[config.mk]
export PLATFORM = sky130hd
export DESIGN_NAME = scl_timing_gen
export DESIGN_NICKNAME = d
export VERILOG_FILES = /design/src/rtl/scl_timing_pkg.sv /design/src/rtl/scl_cfg_bank.sv /design/src/rtl/scl_pair_select.sv /design/src/rtl/scl_phase_fsm.sv /design/src/rtl/scl_timing_gen.sv
export SDC_FILE = /design/constraint.sdc
export NUM_CORES = 1
export LEC_CHECK = 0
export ABC_AREA = 1
export CAP_MARGIN = 25
export CORE_ASPECT_RATIO = 1.4
export CORE_UTILIZATION = 50
export CTS_CLUSTER_DIAMETER = 50
export CTS_CLUSTER_SIZE = 10
export DETAILED_ROUTE_END_ITERATION = 7
export GPL_TIMING_DRIVEN = 0
export HOLD_SLACK_MARGIN = 0.12
export PLACE_DENSITY = 0.67
export SYNTH_ARGS = -nofsm -noshare
export SYNTH_HDL_FRONTEND = slang
export SYNTH_SLANG_ARGS = --single-unit
[constraint.sdc]
create_clock -name clk -period 4.5 [get_ports clk]
set_input_delay 0.675 -clock clk [delete_from_list [all_inputs] [get_ports clk]]
set_output_delay 0.675 -clock clk [all_outputs]
set_load 0.005 [all_outputs]
[src/rtl/scl_timing_pkg.sv]
package scl_timing_pkg;

  typedef enum logic [1:0] {
    SPD_NONE = 2'b00,
    SPD_STD  = 2'b01,
    SPD_FAST = 2'b10,
    SPD_HIGH = 2'b11
  } speed_e;

  typedef enum logic [1:0] {
    FLD_HIGH = 2'b00,
    FLD_LOW  = 2'b01,
    FLD_HOLD = 2'b10,
    FLD_NONE = 2'b11
  } field_e;

  typedef enum logic [1:0] {
    PH_IDLE,
    PH_LOW,
    PH_WAIT,
    PH_HIGH
  } phase_e;

  localparam int unsigned NUM_MODES = 3;

  // bank index b serves speed code b+1
  function automatic int unsigned high_ns(input int unsigned b);
    case (b)
      0:       return 4000;
      1:       return 600;
      default: return 260;
    endcase
  endfunction

  function automatic int unsigned low_ns(input int unsigned b);
    case (b)
      0:       return 4700;
      1:       return 1300;
      default: return 500;
    endcase
  endfunction

  localparam int unsigned HOLD_NS = 300;

  function automatic int unsigned ns_to_cycles(input int unsigned mhz,
                                               input int unsigned ns);
    return (mhz * ns) / 1000;
  endfunction

endpackage

[src/rtl/scl_cfg_bank.sv]
module scl_cfg_bank
  import scl_timing_pkg::*;
#(
  parameter int unsigned CNT_W   = 16,
  parameter int unsigned REF_MHZ = 100
) (
  input  logic                            clk,
  input  logic                            rst_n,
  input  logic                            cfg_we,
  input  logic [1:0]                      cfg_field,
  input  logic [CNT_W-1:0]                cfg_wdata,
  input  logic [1:0]                      speed_sel,
  output logic [NUM_MODES-1:0][CNT_W-1:0] hi_q,
  output logic [NUM_MODES-1:0][CNT_W-1:0] lo_q,
  output logic [CNT_W-1:0]                hold_q
);

  localparam logic [CNT_W-1:0] HOLD_RST = CNT_W'(ns_to_cycles(REF_MHZ, HOLD_NS));

  for (genvar b = 0; b < NUM_MODES; b++) begin : g_pair
    localparam logic [CNT_W-1:0] HI_RST = CNT_W'(ns_to_cycles(REF_MHZ, high_ns(b)));
    localparam logic [CNT_W-1:0] LO_RST = CNT_W'(ns_to_cycles(REF_MHZ, low_ns(b)));
    localparam logic [1:0]       CODE   = 2'(b + 1);

    logic [CNT_W-1:0] hi_r, lo_r;
    logic             hit;

    assign hit = cfg_we && (speed_sel == CODE);

    always_ff @(posedge clk) begin
      if (!rst_n) begin
        hi_r <= HI_RST;
        lo_r <= LO_RST;
      end else if (hit) begin
        if (cfg_field == FLD_HIGH) hi_r <= cfg_wdata;
        if (cfg_field == FLD_LOW)  lo_r <= cfg_wdata;
      end
    end

    assign hi_q[b] = hi_r;
    assign lo_q[b] = lo_r;
  end

  always_ff @(posedge clk) begin
    if (!rst_n)                                hold_q <= HOLD_RST;
    else if (cfg_we && cfg_field == FLD_HOLD)  hold_q <= cfg_wdata;
  end

endmodule

[src/rtl/scl_pair_select.sv]
module scl_pair_select
  import scl_timing_pkg::*;
#(
  parameter int unsigned CNT_W = 16
) (
  input  logic [1:0]                      speed_sel,
  input  logic [NUM_MODES-1:0][CNT_W-1:0] hi_q,
  input  logic [NUM_MODES-1:0][CNT_W-1:0] lo_q,
  input  logic [CNT_W-1:0]                hold_q,
  output logic [CNT_W-1:0]                hi_eff,
  output logic [CNT_W-1:0]                lo_eff,
  output logic [CNT_W-1:0]                hold_eff
);

  logic [CNT_W-1:0] hi_raw, lo_raw;

  always_comb begin
    case (speed_sel)
      SPD_STD:  begin hi_raw = hi_q[0]; lo_raw = lo_q[0]; end
      SPD_HIGH: begin hi_raw = hi_q[2]; lo_raw = lo_q[2]; end
      default:  begin hi_raw = hi_q[1]; lo_raw = lo_q[1]; end
    endcase
  end

  // zero counts are widened to one cycle so the clock can never stall
  assign hi_eff   = (hi_raw == '0) ? CNT_W'(1) : hi_raw;
  assign lo_eff   = (lo_raw == '0) ? CNT_W'(1) : lo_raw;
  assign hold_eff = (hold_q >= lo_eff) ? (lo_eff - CNT_W'(1)) : hold_q;

endmodule

[src/rtl/scl_phase_fsm.sv]
module scl_phase_fsm
  import scl_timing_pkg::*;
#(
  parameter int unsigned CNT_W = 16
) (
  input  logic             clk,
  input  logic             rst_n,
  input  logic             enable,
  input  logic             scl_in,
  input  logic [CNT_W-1:0] hi_eff,
  input  logic [CNT_W-1:0] lo_eff,
  input  logic [CNT_W-1:0] hold_eff,
  output logic             scl_drive_low,
  output logic             sda_strobe
);

  phase_e           phase;
  logic             en_q;
  logic [CNT_W-1:0] cnt;
  logic [CNT_W-1:0] hi_a, lo_a, hold_a;
  logic             start;

  assign start = enable && !en_q;

  always_ff @(posedge clk) begin
    if (!rst_n) begin
      en_q   <= 1'b0;
      phase  <= PH_IDLE;
      cnt    <= '0;
      hi_a   <= CNT_W'(1);
      lo_a   <= CNT_W'(1);
      hold_a <= '0;
    end else begin
      en_q <= enable;
      if (!enable) begin
        phase <= PH_IDLE;
        cnt   <= '0;
      end else if (start) begin
        hi_a   <= hi_eff;
        lo_a   <= lo_eff;
        hold_a <= hold_eff;
        phase  <= PH_LOW;
        cnt    <= '0;
      end else begin
        case (phase)
          PH_LOW: begin
            if (cnt == lo_a - CNT_W'(1)) begin
              phase <= PH_WAIT;
              cnt   <= '0;
            end else begin
              cnt <= cnt + CNT_W'(1);
            end
          end
          PH_WAIT: begin
            if (scl_in) begin
              if (hi_a == CNT_W'(1)) begin
                phase <= PH_LOW;
                cnt   <= '0;
              end else begin
                phase <= PH_HIGH;
                cnt   <= CNT_W'(1);
              end
            end
          end
          PH_HIGH: begin
            if (cnt == hi_a - CNT_W'(1)) begin
              phase <= PH_LOW;
              cnt   <= '0;
            end else begin
              cnt <= cnt + CNT_W'(1);
            end
          end
          default: phase <= PH_IDLE;
        endcase
      end
    end
  end

  assign scl_drive_low = (phase == PH_LOW);
  assign sda_strobe    = (phase == PH_LOW) && (cnt == hold_a);

endmodule

[src/rtl/scl_timing_gen.sv]
module scl_timing_gen
  import scl_timing_pkg::*;
#(
  parameter int unsigned CNT_W   = 16,
  parameter int unsigned REF_MHZ = 100
) (
  input  logic             clk,
  input  logic             rst_n,
  input  logic             enable,
  input  logic [1:0]       speed_sel,
  input  logic             cfg_we,
  input  logic [1:0]       cfg_field,
  input  logic [CNT_W-1:0] cfg_wdata,
  input  logic             scl_in,
  output logic             scl_drive_low,
  output logic             sda_strobe
);

  logic [NUM_MODES-1:0][CNT_W-1:0] hi_q, lo_q;
  logic [CNT_W-1:0]                hold_q;
  logic [CNT_W-1:0]                hi_eff, lo_eff, hold_eff;

  scl_cfg_bank #(.CNT_W(CNT_W), .REF_MHZ(REF_MHZ)) u_bank (
    .clk       (clk),
    .rst_n     (rst_n),
    .cfg_we    (cfg_we),
    .cfg_field (cfg_field),
    .cfg_wdata (cfg_wdata),
    .speed_sel (speed_sel),
    .hi_q      (hi_q),
    .lo_q      (lo_q),
    .hold_q    (hold_q)
  );

  scl_pair_select #(.CNT_W(CNT_W)) u_sel (
    .speed_sel (speed_sel),
    .hi_q      (hi_q),
    .lo_q      (lo_q),
    .hold_q    (hold_q),
    .hi_eff    (hi_eff),
    .lo_eff    (lo_eff),
    .hold_eff  (hold_eff)
  );

  scl_phase_fsm #(.CNT_W(CNT_W)) u_fsm (
    .clk           (clk),
    .rst_n         (rst_n),
    .enable        (enable),
    .scl_in        (scl_in),
    .hi_eff        (hi_eff),
    .lo_eff        (lo_eff),
    .hold_eff      (hold_eff),
    .scl_drive_low (scl_drive_low),
    .sda_strobe    (sda_strobe)
  );

endmodule

======== After elaboration in Yosys (flattened, before gate mapping) ========
Cells that the tools add are included.
storage, ports and cells
  word-level logic and storage cells ...... 78
  register bits ........................... 179
  output and inout port bits .............. 2
operators by class
  magnitude comparators ................... 1
  muxes and demuxes ....................... 16
  $add $sub $neg .......................... 4
  eq/ne operators ......................... 18
  bitwise gates (word level) .............. 2
  reduce and logical (&&, ||, !) cells .... 23
operators with widths
  kind                                                   number
  two-way mux 16 bit                                     6
  one-hot mux 16 bit (2 select lines)                    2
  equality test 16 bit                                   3
  one-hot mux 16 bit (3 select lines)                    1
  subtractor 16 x 1 -> 16 bit, second input constant     3
  logical NOT 16 bit                                     2
  AND reduction 2 bit                                    9
  adder 16 x 1 -> 16 bit, second input constant          1
  equality test 16 x 1 -> 1 bit, second input constant   1
  greater-or-equal comparator 16 bit                     1
  equality test 2 bit, second input constant             5
  two-way mux 2 bit                                      4
  equality test 2 x 1 -> 1 bit, second input constant    3
  logical AND 1 bit                                      6
  inequality test 3 x 1 -> 1 bit, second input constant  2
  one-hot mux 2 bit (3 select lines)                     1
  AND reduction 3 bit                                    2
  inequality test 2 x 1 -> 1 bit, second input constant  2
  inequality test 3 x 2 -> 1 bit, second input constant  1
  nonzero test 3 bit                                     1
  OR reduction 3 bit                                     1
  logical NOT 2 bit                                      1
  two-way mux 1 bit                                      2
  inequality test 2 bit, second input constant           1
  other kinds (2)                                        3

======== Longest topological paths before layout ========
Gate-level depths: netlist (run 1).
  word-level depth ........................ 6
  depth in mapped cells ................... 24
  depth with buffers taken out ............ 21

======== Hierarchy ========
Synthesis (run 1) repeated with hierarchy kept, for this count alone.
unflattened totals
  cells, all modules ...................... 1627
  area total of the unflattened synthesis .. 10453.8 sq um
by module, submodules not included
  module           times used  cells each  area each (sq um)
  scl_cfg_bank     1           605         4386.7
  scl_phase_fsm    1           681         4276.6
  scl_pair_select  1           341         1790.5

======== Worst setup path after synthesis (run 1) ========
OpenSTA, ideal clock, no wires.
  kind .................................... input port to flip-flop
  from .................................... input port speed_sel[1]
  to ...................................... register u_fsm.hold_a[10]
  path slack .............................. 1.612 ns
  arrival ................................. 2.754 ns
  stages on the path ...................... 21
  cells stage by stage .................... buf_6 -> buf_6 -> nand3_1 -> nand3_2 -> nor2_2 -> nand2_1 -> nor2_1 -> nand2_2 -> nand2_1 -> ha_1 -> inv_1 -> a21oi_1 -> o21ai_0 -> nand2_1 -> o211ai_1 -> nand2_1 -> nand3_1 -> buf_2 -> buf_2 -> o211ai_1 -> a21oi_1
on the way
  cells in the longest elaborated chain, start to end .. 6
RTL lines
  element                                                                                   line                   source
  start, declared                                                                           scl_timing_gen.sv:10   input logic [1:0] speed_sel,
  equality test 2 bit / equality test 2 x 1 -> 1 bit (equally long branches)                scl_pair_select.sv:18  case (speed_sel)
  one-hot mux 16 bit (2 select lines) (*)                                                   scl_pair_select.sv:18
  logical NOT 16 bit                                                                        scl_pair_select.sv:27  assign lo_eff = (lo_raw == '0) ? CNT_W'(1) : lo_raw;
  two-way mux 16 bit (*)                                                                    scl_pair_select.sv:27
  via lo_eff[0]                                                                             scl_timing_gen.sv:21   logic [CNT_W-1:0] hi_eff, lo_eff, hold_eff;
  subtractor 16 x 1 -> 16 bit / greater-or-equal comparator 16 bit (equally long branches)  scl_pair_select.sv:28  assign hold_eff = (hold_q >= lo_eff) ? (lo_eff - CNT_W'(1)) : hold_q;
  two-way mux 16 bit (*)                                                                    scl_pair_select.sv:28
  end signal, assigned                                                                      scl_phase_fsm.sv:41    hold_a <= hold_eff;
  end, declared                                                                             scl_phase_fsm.sv:20    logic [CNT_W-1:0] hi_a, lo_a, hold_a;
Mark *: on every way through the listed nets, which the timed path passes. The rest lies on a longest branch.
A chain may end at the register's enable or synchronous reset.

======== Worst setup path after layout (run 1) ========
  from .................................... register u_fsm.phase[0]
  to ...................................... output port sda_strobe
on the way
  cells in the longest elaborated chain, start to end .. 2
RTL lines
  element                       line                  source
  start, declared               scl_phase_fsm.sv:17   phase_e phase;
  start signal, assigned        scl_phase_fsm.sv:28   phase <= PH_IDLE;
  start signal, assigned        scl_phase_fsm.sv:36   phase <= PH_IDLE;
  start signal, assigned        scl_phase_fsm.sv:42   phase <= PH_LOW;
  equality test 2 x 1 -> 1 bit  scl_phase_fsm.sv:80   assign sda_strobe = (phase == PH_LOW) && (cnt == hold_a);
  logical AND 1 bit             scl_phase_fsm.sv:80
  end, declared                 scl_timing_gen.sv:16  output logic sda_strobe
No other way between the ends.

==> metrics.yaml, run 1 <==
clock_tree:
  clockBufferDepth: 2
  cts_resized: 0
  tritoncts: "built"
  cts_buffers: 17
  htreeDepth: 4
  cts.clk_slew.worst_paths_ns: 0.08
  post_cts_buffers: 0
  cts_root_buf: "clkbuf_16"
  cts-hold-fix-buffers: 0
  clock_sink_count: 179
  clock_latency_ns: 0.43
route:
  met3_length_mm: 1.22
  vias: 9539
  viasPerCell: 5.40
  wirelength_mm: 29.6
  ant_nets: 0
  drtIter0Drc: 508
  dr.pass1.iters: 5
  wl_per_cell_um: 16.7
  met2_length_mm: 15.2
  highest-signal-layer: "met4"
  drt_drc_violations_left: 0
  met1Wirelength_mm: 12.1
cells_and_area:
  nFillCells: 1978
  stdcell_count: 1765
  fin_nets: 1550
  area_growth_pct: 11.7
  drive_gt1_frac: 0.0778
  n_antenna_cell: 0
logic_synthesis:
  synth_top_area_frac: 0.367
  yosysMostFrequentCell: "nand2_1"
  yosysUniqueCellTypes: 42
  syn-cell-area_um2: 9780
  synth_common_cells: "289 x nand2_1, 267 x nor2_1, 179 x dfxtp_1"
  post_synth.cell_area_avg_um2: 6.69
  yosys_warnings: 0
  yosys-top-cells-area: "dfxtp_1 37%, nand2_1 11%, nor2_1 10%"
  async_reset_ff_frac: 0
  seq_area_frac_synth: 0.367
  syn-num-nets: 1507
  ys_seq_elements: 179
  synth_edf_count: 0
  synth.largest_area_cell: "dfxtp_1"
  synthFlopType: "dfxtp_1"
  syn-instance-count: 1461
timing:
  period_share: 0.820
  final-setup-viol-count: 0
  hold_viol_final: 0
  whs_ns: 0.457
  rsz0062_at_grt: "no"
  fin_crit_ns: 3.69
  slew_headroom: 0.588
  worst_clock_skew_ns: 0.0123
  fmax_mhz: 271
  fin_setup_tns_ns: 0
  final_max_slew_viol_count: 0
  worstMarginPinSlew_ns: 0.602
global_route:
  grt_first_pass_wirelength_mm: 47.6
  grt_usage: 0.306
  grt_start_max_net_pins: 19
  first_global_vias: 9162
  grt_overflow: 0
  antenna_found_initial: 0
setup_path:
  rr_endpoint: "u_fsm.hold_a[6]"
  path_delay_family: "simple AND/OR/NAND/NOR gates"
  rrSetupSlack_ns: 1.49
  crit_fanout: 5
  reg2reg_from: "u_bank.g_pair[2].lo_r[11]"
  rr_worst_depth: 19
  cpPeakStageDelay_ns: 0.61
  crit_slowest_cell: "clkdlybuf4s50_1"
  cp-end-kind: "output pin"
  setup.worst_path.start_class: "register"
  startpoint: "u_fsm.phase[0]"
  crit_buf_inv: 2
  path_cells: "inv_1 > nor2_1 > o21ai_0 > nor4_1 > nand3_1 > a2111oi_0 > clkdlybuf4s50_1"
  crit_type: "register to output pin"
  cp.arrival_ns: 3.01
  worstPathRequired_ns: 3.83
job:
  drv_cap: 0
min_path:
  min_to: "u_bank.g_pair[2].hi_r[9]"
  hp-class: "register to register"
  holdPathStages: 2
  worstHoldStart: "u_bank.g_pair[2].hi_r[9]"
pwr:
  p_per_area_nw_per_um2: 348
  p_leak_uw: 0.00491
  ir_drop_v: 0.000258
floorplan:
  initial_core_util: 0.509
  ios: 27
  die_h_um: 167
  num_rows: 60
  dieArea_um2: 20100
  die_x_um: 120
  core_area_um2: 19200
place:
  hpwl_mm: 22.9
  place_inst: 1733
  io_buffers: 24
  place.gp.congestion: 0.956
run_status:
  status: "complete, no violations"
[kinds of logic after synthesis]
| kind of cell | after synthesis | share of synthesized area |
|---|---|---|
| AND/OR/NAND/NOR | 760 | 0.336 |
| AO/OA/AOI/OAI | 246 | 0.140 |
| buffers and inverters | 211 | 0.0907 |
| flip-flops | 179 | 0.367 |
| XOR/XNOR | 44 | 0.0394 |
| adder cells (fa/ha/maj) | 21 | 0.0269 |
[per-layer routing]
metal,GRT usage,vias to the layer above
li1,-,4816
met1,0.353,4428
met2,0.560,244
met3,0.0375,51
met4,0.127,0
met5,0,-
[state kept, by name, summed over array words and instances, names as in the netlist]
name and cells:
u_fsm.cnt 16, u_fsm.lo_a 16, u_bank.g_pair.lo_r 48, u_fsm.hi_a 16, u_bank.hold_q 16, u_fsm.en_q 1
u_bank.g_pair.hi_r 48, u_fsm.hold_a 16, u_fsm.phase 2
[where the power goes]
| group | internal [uW] | switching, uW |
|---|---|---|
| Sequential | 1640 | 49.8 |
| Clock | 791 | 714 |
| Combinational | 206 | 392 |
[worst min-delay path: stages (launching register included)]
cell     delay (ns)
dfxtp_1        0.30
inv_1          0.06
a21oi_1        0.05
[worst max path at each step]
stage	cells after the start	endpoint
finish	7	sda_strobe
global route	7	sda_strobe
CTS	7	sda_strobe
detailed placement	22	u_fsm.hold_a[6]
global placement	22	u_fsm.hold_a[6]
floorplan	21	u_fsm.hold_a[10]
[area by class of cell]
type	count	area, um2	area share
multi-input combinational	1071	5310	0.486
sequential	179	3580	0.328
inverter	144	543	0.0497
clock buffer	17	425	0.0390
buffer	67	344	0.0315
tap	248	310	0.0284
timing repair buffer	24	240	0.0220
clock inverter	15	165	0.0151
[cell usage in the layout, fill, tap and decap left out, drive strengths merged, types with 4 or more instances in the layout]
cell type,Yosys,final
o22ai,5,5
clkbuf,41,58
buf,26,26
nand3b,5,5
o211ai,10,10
clkdlybuf4s50,0,24
nand2,296,296
nor3,12,12
clkinv,4,9
nor2,283,283
dfxtp,179,179
o21ai,136,136
xor2,27,27
ha,21,21
a21oi,68,68
nor4,4,4
a221oi,12,12
xnor2,17,17
or2,5,5
inv,140,147
nand4,14,14
nand3,140,140
o21a,9,9
[through the flow]
| step | setup slack (ns) | util | power (uW) | cell area (um2) |
|---|---|---|---|---|
| 2_1_floorplan | 1.61 | - | 2130 | 9780 |
| 3_3_place_gp | 0.812 | 0.537 | 2310 | 10300 |
| 3_5_place_dp | 0.817 | 0.537 | 2320 | 10300 |
| 4_1_cts | 0.818 | 0.568 | 3800 | 10900 |
| 5_1_grt | 0.568 | 0.568 | 3950 | 10900 |
| 6_report | 0.812 | 0.568 | 3790 | 10900 |
(Power assumes the default switching activity.)
==> inputs of run 2 (changes only) <==
- PLACE_DENSITY: 0.67 -> 0.69
- clock period: 4.5 -> 3.25 ns (I/O delays scaled with it)
==> metrics.yaml, run 2 (synthesized netlist as in run 1, its figures left out) <==
pwr:
  seqPwrFrac: 0.443
  comb_power_share: 0.158
  p_leak_uw: 0.00493
  finalPower_uw: 5290
  p_per_area_nw_per_um2: 482
  p_sw_frac: 0.306
  p_sw_uw: 1620
  ir_drop_v: 0.000374
  power.internal_uw: 3670
  pwr-share-clk: 0.399
setup_path:
  worstPathRequired_ns: 2.76
  crit_slowest_cell: "clkdlybuf4s50_1"
  rr_worst_depth: 19
  rr_endpoint: "u_fsm.hold_a[10]"
  crit_type: "register to output pin"
  path_cells: "inv_1 > a22o_1 > nor4_1 > nand3_1 > a2111oi_2 > clkdlybuf4s50_1"
  setup.worst_path.start_class: "register"
  crit_fanout: 5
  reg2reg_from: "u_bank.g_pair[2].lo_r[9]"
  cpPeakStageDelay_ns: 0.57
  cp-end-kind: "output pin"
  rrSetupSlack_ns: 0.33
  cp.arrival_ns: 2.63
clock_tree:
  cts.clk_slew.worst_paths_ns: 0.07
  clock_latency_ns: 0.44
  cts-hold-fix-buffers: 0
  htreeDepth: 4
  cts_buffers: 17
  cts_root_buf: "clkbuf_16"
  clock_sink_count: 179
  post_cts_buffers: 0
  clockBufferDepth: 2
  cts_resized: 3
  tritoncts: "built"
cells_and_area:
  reg.largest.list: "u_bank.g_pair.hi_r x48, u_bank.g_pair.lo_r x48"
  nFillCells: 1993
  mostFrequentLayoutCells: "289 x nand2_1, 266 x nor2_1, 179 x dfxtp_1"
  n_antenna_cell: 0
  drive_gt1_frac: 0.0811
  stdcell_count: 1764
  area_growth_pct: 12.2
  final_common_cell: "nand2_1"
  fin_nets: 1549
global_route:
  grt_usage: 0.305
  grt_start_max_net_pins: 20
  first_global_vias: 9129
  grt_overflow: 0
  antenna_found_initial: 0
  grt_first_pass_wirelength_mm: 47.5
route:
  ant_nets: 0
  highest-signal-layer: "met4"
  dr.pass1.iters: 5
  vias: 9595
  drtIter0Drc: 507
  wirelength_mm: 29.6
  met1Wirelength_mm: 11.9
  met2_length_mm: 15.1
  drt_drc_violations_left: 0
  met3_length_mm: 1.37
  wl_per_cell_um: 16.8
  viasPerCell: 5.44
place:
  dp_slack_ns: -0.197
  io_buffers: 24
  hpwl_mm: 22.7
  place_inst: 1733
  place.gp.congestion: 0.922
floorplan:
  die_x_um: 120
  die_h_um: 167
  dieArea_um2: 20100
  ios: 27
  num_rows: 60
  initial_core_util: 0.509
  core_area_um2: 19200
timing:
  hold_viol_final: 0
  slew_headroom: 0.570
  worstMarginPinSlew_ns: 0.645
  final-setup-viol-count: 0
  worst_clock_skew_ns: 0.0120
  fmax_mhz: 321
  final_max_slew_viol_count: 0
  rsz0062_at_grt: "no"
  fin_ws_ns: 0.135
  fin_crit_ns: 3.11
  period_share: 0.958
min_path:
  worstHoldStart: "u_bank.g_pair[2].hi_r[12]"
  min_to: "u_bank.g_pair[2].hi_r[12]"
  hp-class: "register to register"
  holdPathStages: 2
job:
  drv_cap: 0
run_status:
  status: "complete, no violations"
run 2: worst max path at each step:
stage                              from          endpoint  slack [ns]  cells past startpoint
final                     u_fsm.cnt[10]        sda_strobe        0.14                      6
after global routing       speed_sel[0]   u_fsm.hold_a[8]        0.02                     22
after CTS                  u_fsm.cnt[6]        sda_strobe        0.11                      6
after detailed placement   speed_sel[0]   u_fsm.hold_a[6]       -0.20                     22
after global placement     speed_sel[0]   u_fsm.hold_a[6]       -0.19                     22
after floorplan            speed_sel[1]  u_fsm.hold_a[10]        0.55                     21
run 2: power by group through the flow:
stage | Combinational [uW] | Sequential (uW) | Clock (uW)
final | 836 | 2340 | 2110
after global routing | 938 | 2350 | 2210
after CTS | 825 | 2340 | 2140
after detailed placement | 820 | 2390 | 0
after global placement | 808 | 2390 | 0
after floorplan | 581 | 2370 | 0
run 2: area by class of cell:
type                    count  area [um2]  share of cell area
multi-input cells        1071        5330               0.486
flip-flops and latches    179        3580               0.327
inverters                 144         543              0.0495
clock buffers              17         425              0.0388
plain buffers              66         344              0.0314
well taps                 248         310              0.0283
repair buffers             24         240              0.0219
clock inverters            15         191              0.0175
run 2: through the flow:
stage	hold slack [ns]	area (um2)	utilization	setup TNS [ns]
after CTS	0.459	10900	0.570	0
final	0.457	11000	0.571	0
after detailed placement	0.444	10300	0.537	-1.96
after floorplan	0.429	9780	-	0
after global routing	0.477	11000	0.571	0
after global placement	0.439	10300	0.537	-1.53
run 2: layer usage:
layer	vias up	GRT usage
li1	4819	-
met1	4404	0.351
met2	297	0.556
met3	75	0.0392
met4	0	0.133
met5	-	0
run 2: critical path: cells and delay by family (launching register included):
kind                   cells  cell delay [ns]
and+or+nand+nor            2             0.34
AOI/OAI and AO/OA          2             0.54
DFF                        1             0.55
buffers and inverters      2             0.76
==> inputs of run 3 (changes only) <==
- ABC_CLOCK_PERIOD_IN_PS: unset -> 3250
- HOLD_SLACK_MARGIN: 0.12 -> 0.03
- SKIP_LAST_GASP: unset -> 1
==> results of run 3 <==
Final layout, timing and power as in run 2 (identical DEF).
